### src/rtl/xlat_seq_pkg.sv
package xlat_seq_pkg;
    typedef enum logic [2:0] {
        ST_IDLE,
        ST_BAT,
        ST_WALK,
        ST_FAULT,
        ST_DONE
    } seq_state_t;

    localparam logic [1:0] ACC_NONE = 2'd0;
    localparam logic [1:0] ACC_RW   = 2'd2;

    localparam int STB_NOTFOUND = 0;
    localparam int STB_PROT     = 1;
    localparam int STB_STORE    = 2;
    localparam int STAT_W       = 3;

    localparam logic [7:0] VEC_RLD_FETCH = 8'h10;
    localparam logic [7:0] VEC_RLD_LOAD  = 8'h11;
    localparam logic [7:0] VEC_RLD_STORE = 8'h12;
endpackage

### src/rtl/xlat_fault_encode.sv
module xlat_fault_encode
    import xlat_seq_pkg::*;
#(
    parameter logic [7:0] VEC_ISI = 8'h04,
    parameter logic [7:0] VEC_DSI = 8'h03
) (
    input  logic              en,
    input  logic              sw_style,
    input  logic              is_fetch,
    input  logic              is_write,
    input  logic              blk_denied,
    input  logic              entry_found,
    output logic              imiss_we,
    output logic              dmiss_we,
    output logic              dar_we,
    output logic              stat_we,
    output logic [STAT_W-1:0] stat_bits,
    output logic              tgpr_set,
    output logic              exc_req,
    output logic [7:0]        exc_vector
);
    logic use_reload;
    logic prot;

    // A denied block hit always takes the storage-interrupt path.
    assign use_reload = sw_style && !blk_denied;
    assign prot       = entry_found || blk_denied;

    always_comb begin
        imiss_we   = 1'b0;
        dmiss_we   = 1'b0;
        dar_we     = 1'b0;
        stat_we    = 1'b0;
        stat_bits  = '0;
        tgpr_set   = 1'b0;
        exc_req    = 1'b0;
        exc_vector = 8'h00;
        if (en) begin
            exc_req = 1'b1;
            if (use_reload) begin
                tgpr_set   = 1'b1;
                imiss_we   = is_fetch;
                dmiss_we   = !is_fetch;
                exc_vector = is_fetch ? VEC_RLD_FETCH :
                             (is_write ? VEC_RLD_STORE : VEC_RLD_LOAD);
            end else begin
                exc_vector = is_fetch ? VEC_ISI : VEC_DSI;
                if (!is_fetch) begin
                    dar_we                 = 1'b1;
                    stat_we                = 1'b1;
                    stat_bits[STB_PROT]     = prot;
                    stat_bits[STB_NOTFOUND] = !prot;
                    stat_bits[STB_STORE]    = is_write;
                end
            end
        end
    end
endmodule

### src/rtl/xlat_fault_seq.sv
module xlat_fault_seq
    import xlat_seq_pkg::*;
#(
    parameter int         AW      = 32,
    parameter logic [7:0] VEC_ISI = 8'h04,
    parameter logic [7:0] VEC_DSI = 8'h03
) (
    input  logic              clk,
    input  logic              rst_n,
    input  logic              req_valid,
    input  logic [AW-1:0]     req_vaddr,
    input  logic              req_fetch,
    input  logic              req_write,
    input  logic              req_noexc,
    input  logic              cfg_ireloc,
    input  logic              cfg_dreloc,
    input  logic              cfg_swreload,
    output logic              busy,
    output logic [AW-1:0]     lk_vaddr,
    output logic              lk_fetch,
    output logic              lk_write,
    output logic              bat_lookup,
    input  logic              bat_resp_valid,
    input  logic              bat_hit,
    input  logic [1:0]        bat_access,
    input  logic [AW-1:0]     bat_paddr,
    output logic              walk_lookup,
    input  logic              walk_resp_valid,
    input  logic              walk_found,
    input  logic [1:0]        walk_access,
    input  logic [AW-1:0]     walk_paddr,
    output logic              done,
    output logic [1:0]        res_access,
    output logic [AW-1:0]     res_paddr,
    output logic [AW-1:0]     fault_addr,
    output logic              imiss_we,
    output logic              dmiss_we,
    output logic              dar_we,
    output logic              stat_we,
    output logic [STAT_W-1:0] stat_bits,
    output logic              msr_tgpr_set,
    output logic              exc_req,
    output logic [7:0]        exc_vector
);
    seq_state_t state_q, state_d;

    logic [AW-1:0] vaddr_q, pa_q;
    logic [1:0]    acc_q;
    logic          fetch_q, write_q, noexc_q, denied_q, found_q;
    logic          reloc_on;

    assign reloc_on = req_fetch ? cfg_ireloc : cfg_dreloc;

    // Next-state logic
    always_comb begin
        state_d = state_q;
        unique case (state_q)
            ST_IDLE:  if (req_valid) state_d = reloc_on ? ST_BAT : ST_DONE;
            ST_BAT:   if (bat_resp_valid) begin
                          if (!bat_hit)                 state_d = ST_WALK;
                          else if (bat_access != ACC_NONE) state_d = ST_DONE;
                          else                          state_d = ST_FAULT;
                      end
            ST_WALK:  if (walk_resp_valid)
                          state_d = (walk_found && walk_access != ACC_NONE) ? ST_DONE : ST_FAULT;
            ST_FAULT: state_d = ST_DONE;
            ST_DONE:  state_d = ST_IDLE;
            default:  state_d = ST_IDLE;
        endcase
    end

    // State register
    always_ff @(posedge clk or negedge rst_n) begin
        if (!rst_n) state_q <= ST_IDLE;
        else        state_q <= state_d;
    end

    // Request and result holding registers
    always_ff @(posedge clk or negedge rst_n) begin
        if (!rst_n) begin
            vaddr_q  <= '0;
            pa_q     <= '0;
            acc_q    <= ACC_NONE;
            fetch_q  <= 1'b0;
            write_q  <= 1'b0;
            noexc_q  <= 1'b0;
            denied_q <= 1'b0;
            found_q  <= 1'b0;
        end else begin
            unique case (state_q)
                ST_IDLE: if (req_valid) begin
                    vaddr_q  <= req_vaddr;
                    fetch_q  <= req_fetch;
                    write_q  <= req_write;
                    noexc_q  <= req_noexc;
                    denied_q <= 1'b0;
                    found_q  <= 1'b0;
                    pa_q     <= req_vaddr;
                    acc_q    <= reloc_on ? ACC_NONE : ACC_RW;
                end
                ST_BAT: if (bat_resp_valid && bat_hit) begin
                    if (bat_access != ACC_NONE) begin
                        pa_q  <= bat_paddr;
                        acc_q <= bat_access;
                    end else begin
                        denied_q <= 1'b1;
                    end
                end
                ST_WALK: if (walk_resp_valid) begin
                    found_q <= walk_found;
                    if (walk_found && walk_access != ACC_NONE) begin
                        pa_q  <= walk_paddr;
                        acc_q <= walk_access;
                    end
                end
                ST_FAULT: acc_q <= ACC_NONE;
                default: ;
            endcase
        end
    end

    // Outputs
    always_comb begin
        busy        = (state_q != ST_IDLE);
        bat_lookup  = (state_q == ST_BAT);
        walk_lookup = (state_q == ST_WALK);
        done        = (state_q == ST_DONE);
        lk_vaddr    = vaddr_q;
        lk_fetch    = fetch_q;
        lk_write    = write_q;
        res_access  = done ? acc_q : ACC_NONE;
        res_paddr   = done ? pa_q : '0;
        fault_addr  = vaddr_q;
    end

    xlat_fault_encode #(
        .VEC_ISI (VEC_ISI),
        .VEC_DSI (VEC_DSI)
    ) u_enc (
        .en          ((state_q == ST_FAULT) && !noexc_q),
        .sw_style    (cfg_swreload),
        .is_fetch    (fetch_q),
        .is_write    (write_q),
        .blk_denied  (denied_q),
        .entry_found (found_q),
        .imiss_we    (imiss_we),
        .dmiss_we    (dmiss_we),
        .dar_we      (dar_we),
        .stat_we     (stat_we),
        .stat_bits   (stat_bits),
        .tgpr_set    (msr_tgpr_set),
        .exc_req     (exc_req),
        .exc_vector  (exc_vector)
    );


    done_single_chk: assert property (@(posedge clk) disable iff (!rst_n)
        done |=> !done);

    exc_then_done_chk: assert property (@(posedge clk) disable iff (!rst_n)
        exc_req |=> done);

    bat_hit_no_walk_chk: assert property (@(posedge clk) disable iff (!rst_n)
        (bat_lookup && bat_resp_valid && bat_hit) |=> !walk_lookup);

    miss_with_tgpr_chk: assert property (@(posedge clk) disable iff (!rst_n)
        (imiss_we || dmiss_we) |-> (msr_tgpr_set && exc_req));

    dar_with_stat_chk: assert property (@(posedge clk) disable iff (!rst_n)
        dar_we |-> (stat_we && !msr_tgpr_set && $onehot0(stat_bits[1:0])));

    bypass_no_lookup_chk: assert property (@(posedge clk) disable iff (!rst_n)
        (!busy && req_valid && !(req_fetch ? cfg_ireloc : cfg_dreloc)) |=> (done && !bat_lookup));
endmodule

### config.mk
export PLATFORM = sky130hd
export DESIGN_NAME = xlat_fault_seq
export DESIGN_NICKNAME = d
export VERILOG_FILES = /design/src/rtl/xlat_seq_pkg.sv /design/src/rtl/xlat_fault_encode.sv /design/src/rtl/xlat_fault_seq.sv
export SDC_FILE = /design/constraint.sdc
export NUM_CORES = 1
export LEC_CHECK = 0
export ABC_AREA = 1
export BUFFER_PORTS_ARGS = -buffer_cell sky130_fd_sc_hd__buf_2
export CAP_MARGIN = 25
export CORE_MARGIN = 2
export CORE_UTILIZATION = 40
export CTS_BUF_LIST = sky130_fd_sc_hd__clkbuf_4 sky130_fd_sc_hd__clkbuf_8
export CTS_CLUSTER_SIZE = 30
export DETAILED_ROUTE_END_ITERATION = 10
export PLACE_DENSITY = 0.79
export SLEW_MARGIN = 20
export SYNTH_ARGS = -nofsm -noshare
export SYNTH_HDL_FRONTEND = slang
export SYNTH_HIERARCHICAL = 1
export SYNTH_SLANG_ARGS = --single-unit
### constraint.sdc
create_clock -name clk -period 2.1 [get_ports clk]
set_input_delay 0.315 -clock clk [delete_from_list [all_inputs] [get_ports clk]]
set_output_delay 0.315 -clock clk [all_outputs]
set_load 0.05 [all_outputs]
# [Word-level counts from Yosys, hierarchy flattened]
# Index checks and enable logic that the tools add are counted.
[totals] ff_bits=74
[op_classes] n_reduce_logical=23 n_mux=48 eq_ne=11
[op_table] op="$mux 32" count=6
[op_table] op="$pmux 32 s3" count=1
[op_table] op="$mux 3" count=11
[op_table] op="$mux 8" count=3
[op_table] op="$mux 2" count=8
[op_table] op="$mux 1" count=15
[op_table] op="$pmux 3 s4" count=1
[op_table] op="$reduce_and 6->1" count=2
[op_table] op="$ne 2x1->1 const B" count=5
[op_table] op="$pmux 2 s4" count=1
[op_table] op="$reduce_bool 2->1" count=4
[op_table] op="$eq 3x2->1 const B" count=2
[op_table] op="$reduce_and 3->1" count=2
[op_table] op="$reduce_bool 3->1" count=2
[op_table] op="$logic_and 1x1->1" count=4
[op_table] op="$logic_not 1->1" count=4
[op_table] op="$ne 2x2->1 const B" count=2
[op_table] op="$pmux 1 s2" count=2
[op_table] op="$reduce_and 4->1" count=1
[op_table] op="$reduce_bool 4->1" count=1
[op_table] op="$eq 3x1->1 const B" count=1
[op_table] op="$eq 3x3->1 const B" count=1
[op_table] op="$logic_not 3->1" count=1
[op_table] op="$reduce_and 2->1" count=1
[op_table] op="$logic_or 1x1->1" count=1

# [Logic depth before layout (Yosys ltp)]
[depth] depth_word=5 mapped_depth=10

# [Modules after synthesis]
# The synthesis kept the hierarchy.
[by_module_without_submodules] module="xlat_fault_seq" cells_each=622 area_each_um2=4365.4 instances=1 seq_area_each_um2=1851.8
[by_module_without_submodules] module="xlat_fault_encode" cells_each=30 area_each_um2=165.2 instances=1 seq_area_each_um2=0.0

# [Worst setup path after synthesis]
# No wires, ideal clock.
[synth_path] path_type="reg-to-output" startpoint="reg state_q[1]" endpoint="out res_paddr[10]" stages_incl_launch_ff=7 path_buffers=1 path_slack_ns=-0.604 t_arrival_ns=2.389 cell_sequence="dfrtp_1 > inv_2 > nand2_1 > nor2_1 > inv_2 > clkbuf_1 > nor2_1"
[synth_via] elab_chain_cells=2
[synth_rtl] element="start: declaration" line="xlat_fault_seq.sv:45" text="seq_state_t state_q, state_d;"
[synth_rtl] element="start signal: assignment" line="xlat_fault_seq.sv:75" text="else state_q <= state_d;"
[synth_rtl] element="$eq 3x3->1" line="xlat_fault_seq.sv:127" text="done = (state_q == ST_DONE);"
[synth_rtl] element="net done" line="xlat_fault_seq.sv:32" text="output logic done,"
[synth_rtl] element="$mux 32" line="xlat_fault_seq.sv:132" text="res_paddr = done ? pa_q : '0;"
[synth_rtl] element="end: declaration" line="xlat_fault_seq.sv:34" text="output logic [AW-1:0] res_paddr,"
# The timed path passes the listed nets, and every way through them passes these cells.

# [Worst setup path after layout]
[layout_path] startpoint="reg state_q[2]" endpoint="out stat_bits[0]"
[layout_via] elab_chain_cells=3
[layout_rtl] element="$eq 3x2->1" line="xlat_fault_seq.sv:140" text=".en ((state_q == ST_FAULT) && !noexc_q),"
[layout_rtl] element="$logic_and 1x1->1" line="xlat_fault_seq.sv:140"
[layout_rtl] element="$mux 3" line="xlat_fault_encode.sv:38" text="if (en) begin"
[layout_rtl] element="end: declaration" line="xlat_fault_seq.sv:40" text="output logic [STAT_W-1:0] stat_bits,"
# No other way between the ends.

==> results.sh <==
export IMPL_grt_pass1_wl_um=23340
export IMPL_cts_root_buf="clkbuf_8"
export IMPL_min_period_over_period_pct=101.2
export IMPL_hpwl_um=10690
export IMPL_yosysUniqueCellTypes=28
export IMPL_fp_dieH_um=110.4
export IMPL_cts_buffers=9
export IMPL_path_clk_slew_ps=90
export IMPL_wl_met1_um=5878
export IMPL_rsz0062_at_grt="true"
export IMPL_routed_via_count=4967
export IMPL_slew_headroom_pct=65.74
export IMPL_n_antenna_cell=0
export IMPL_fp_coreArea_um2=10940
export IMPL_wl_met3_um=1158
export IMPL_finClkSkew_ps=10.24
export IMPL_syn_avg_cell_area_um2=6.949
export IMPL_die_width_um=110.4
export IMPL_drt_iter0_drc=298
export IMPL_routed_wl_um=14900
export IMPL_final_max_slew_viol_count=0
export IMPL_startpoint_type="flop"
export IMPL_initial_core_util_pct=41.43
export IMPL_gr_usage_all_layers_pct=23.43
export IMPL_crit_type="reg -> out"
export IMPL_final_nets=962
export IMPL_synthCells=652
export IMPL_violations="negative setup slack"
export IMPL_ant_nets=0
export IMPL_clockBufferDepth=2
export IMPL_grt_overflow_total=0
export IMPL_holdCritPathClass="in -> reg"
export IMPL_tightestPinTransition_ps=512.8
export IMPL_layout_commonest_cell="nand2_1"
export IMPL_finalHoldViolations=0
export IMPL_power_density_nw_per_um2=1874
export IMPL_yosys_warnings=6
export IMPL_min_period_ps=2125
export IMPL_avgViaCountPerCell=4.997
export IMPL_netlist_area_um2=4531
export IMPL_area_delta_synth_final_pct=37.34
export IMPL_wl_per_cell_um=14.99
export IMPL_die_area_um2=12190
export IMPL_fmax_mhz=470.5
export IMPL_drc=0
export IMPL_worstPathMaxFanout=6
export IMPL_status="finished, violations left"
export IMPL_power_leakage_nw=3.502
export IMPL_placed_cells=970
export IMPL_drv_cap=0
export IMPL_final_cell_mix="nand2_1, buf_2, nand3_1"
export IMPL_grt_max_degree=39
export IMPL_endpoint_kind="output port"
export IMPL_row_count=38
export IMPL_worstSkewPairLatency_ps=350
export IMPL_ioPinCount=234
export IMPL_layout_cells_non_filler=994
export IMPL_peakVddDrop_mv=1.178
export IMPL_grt_pass1_vias=4772
export IMPL_cts_max_level=3
export IMPL_routabilityCongestion=0.8893
export IMPL_cts_sinks=74
export IMPL_drive_above_1_share_pct=39.46
export IMPL_antenna_found_initial=1
export IMPL_worstPathArrival_ps=1810
export IMPL_ys_ff_latch=74
export IMPL_power_w=0.01166
export IMPL_finalSetupViolCount=6
export IMPL_port_buffers=229
export IMPL_route_met2_wl_um=7445
export IMPL_top_layer="met4"
export IMPL_crit_required_ps=1780
export IMPL_cts_tree="yes"
export IMPL_setup_slack_ps=-25.42
export IMPL_dr_pass1_iters=4
export IMPL_seq_area_frac_synth_pct=40.87
## synth_stat cells (all sizes together)
| cell type | count | area (um2) |
|---|---|---|
| a21oi | 3 | 15.01 |
| buf | 70 | 479.2 |
| clkbuf | 5 | 18.77 |
| conb | 1 | 3.750 |
| dfrtp | 74 | 1852 |
| inv | 51 | 191.4 |
| nand2 | 237 | 914.6 |
| nand3 | 140 | 710.7 |
| nand3b | 1 | 7.510 |
| nor2 | 58 | 259.0 |
| nor3 | 3 | 26.28 |
| nor4 | 1 | 6.260 |
| o211ai | 1 | 7.510 |
| o21a | 1 | 7.510 |
| o21ai | 5 | 25.02 |
| or2 | 1 | 6.260 |
## final timing paths
| check | cells past startpoint | to | startpoint | slack (ps) |
|---|---|---|---|---|
| setup / recovery | 7 | stat_bits[0] | state_q[2]$_DFFE_PN0P_ | -30 |
| hold / removal | 3 | fault_addr[8]$_DFFE_PN0P_ | req_vaddr[8] | 200 |
| setup reg to reg | 9 | pa_q[18]$_DFFE_PN0P_ | state_q[1]$_DFFE_PN0P_ | 180 |
| hold reg to reg | 2 | pa_q[23]$_DFFE_PN0P_ | pa_q[23]$_DFFE_PN0P_ | 480 |
| max in group asynchronous | 3 | pa_q[19]$_DFFE_PN0P_ | rst_n | 1050 |
| min in group asynchronous | 2 | lk_fetch$_DFFE_PN0P_ | rst_n | 470 |
## layout make-up
| cell class | count | area [um2] |
|---|---|---|
| flip-flops and latches | 74 | 1856 |
| well taps | 140 | 175.2 |
| multi-input cells | 456 | 2177 |
| fillers | 1075 | 4713 |
| inverters | 51 | 205.2 |
| clock buffers | 10 | 137.6 |
| clock inverters | 6 | 90.09 |
| repair buffers | 257 | 1582 |
## what timing repair did
action / 4_1_cts / 5_1_grt
resized for setup: 52 / 36
pin swaps: 3 / 6
setup endpoints to repair: 46 / 79
cloned: 0 / 1
endpoints found under the hold margin: 36 / 0
setup buffers: 6 / 0
hold buffers: 1 / 0
## state kept, by name, summed over array words and instances, names as in the netlist
name,flops
fault_addr,32
pa_q,32
state_q,3
acc_q,2
denied_q,1
found_q,1
lk_fetch,1
lk_write,1
noexc_q,1
## power by group
part           leakage (nW)  switching, W  internal (W)
clock                 0.112      0.000558      0.000704
combinational          2.48       0.00581       0.00194
sequential            0.915      0.000507       0.00214
## kinds of logic (layout without fill, tap and decap cells)
| family | after synthesis | after routing | share of synthesized area (%) |
|---|---|---|---|
| flops | 74 | 74 | 40.87 |
| other cells | 1 | 4 | 0.08277 |
| compound gates | 10 | 10 | 1.215 |
| simple gates | 441 | 442 | 42.61 |
| buf+inv | 126 | 324 | 15.22 |
## worst max-delay path, cell delays in order, from the launching register on
cell,delay (ps)
dfrtp_2,440
nor4_4,300
buf_4,180
inv_6,40
nor2_4,110
nand2_4,110
nor2_2,110
buf_6,160
## layer usage
metal | GRT usage [%] | up-vias
met5 | 0 | -
met4 | 10.50 | 0
met3 | 4.391 | 29
met2 | 40.49 | 251
met1 | 28.34 | 2296
li1 | - | 2391
## per-stage QoR
step / util [%] / setup TNS (ps) / hold WS [ps] / instance area, um2 / setup slack [ps]
CTS: 55.76 / -228.7 / 182.2 / 6097 / -40.36
global route: 56.90 / -993.2 / 187.7 / 6222 / -124.2
floorplan: - / -2241 / 19.41 / 4663 / -292.1
finish: 56.90 / -120.1 / 201.6 / 6222 / -25.42
global placement: 51.82 / 0 / 309.2 / 5667 / 84.84
detailed placement: 51.82 / 0 / 321.9 / 5667 / 82.58
(Power assumes the default switching activity.)
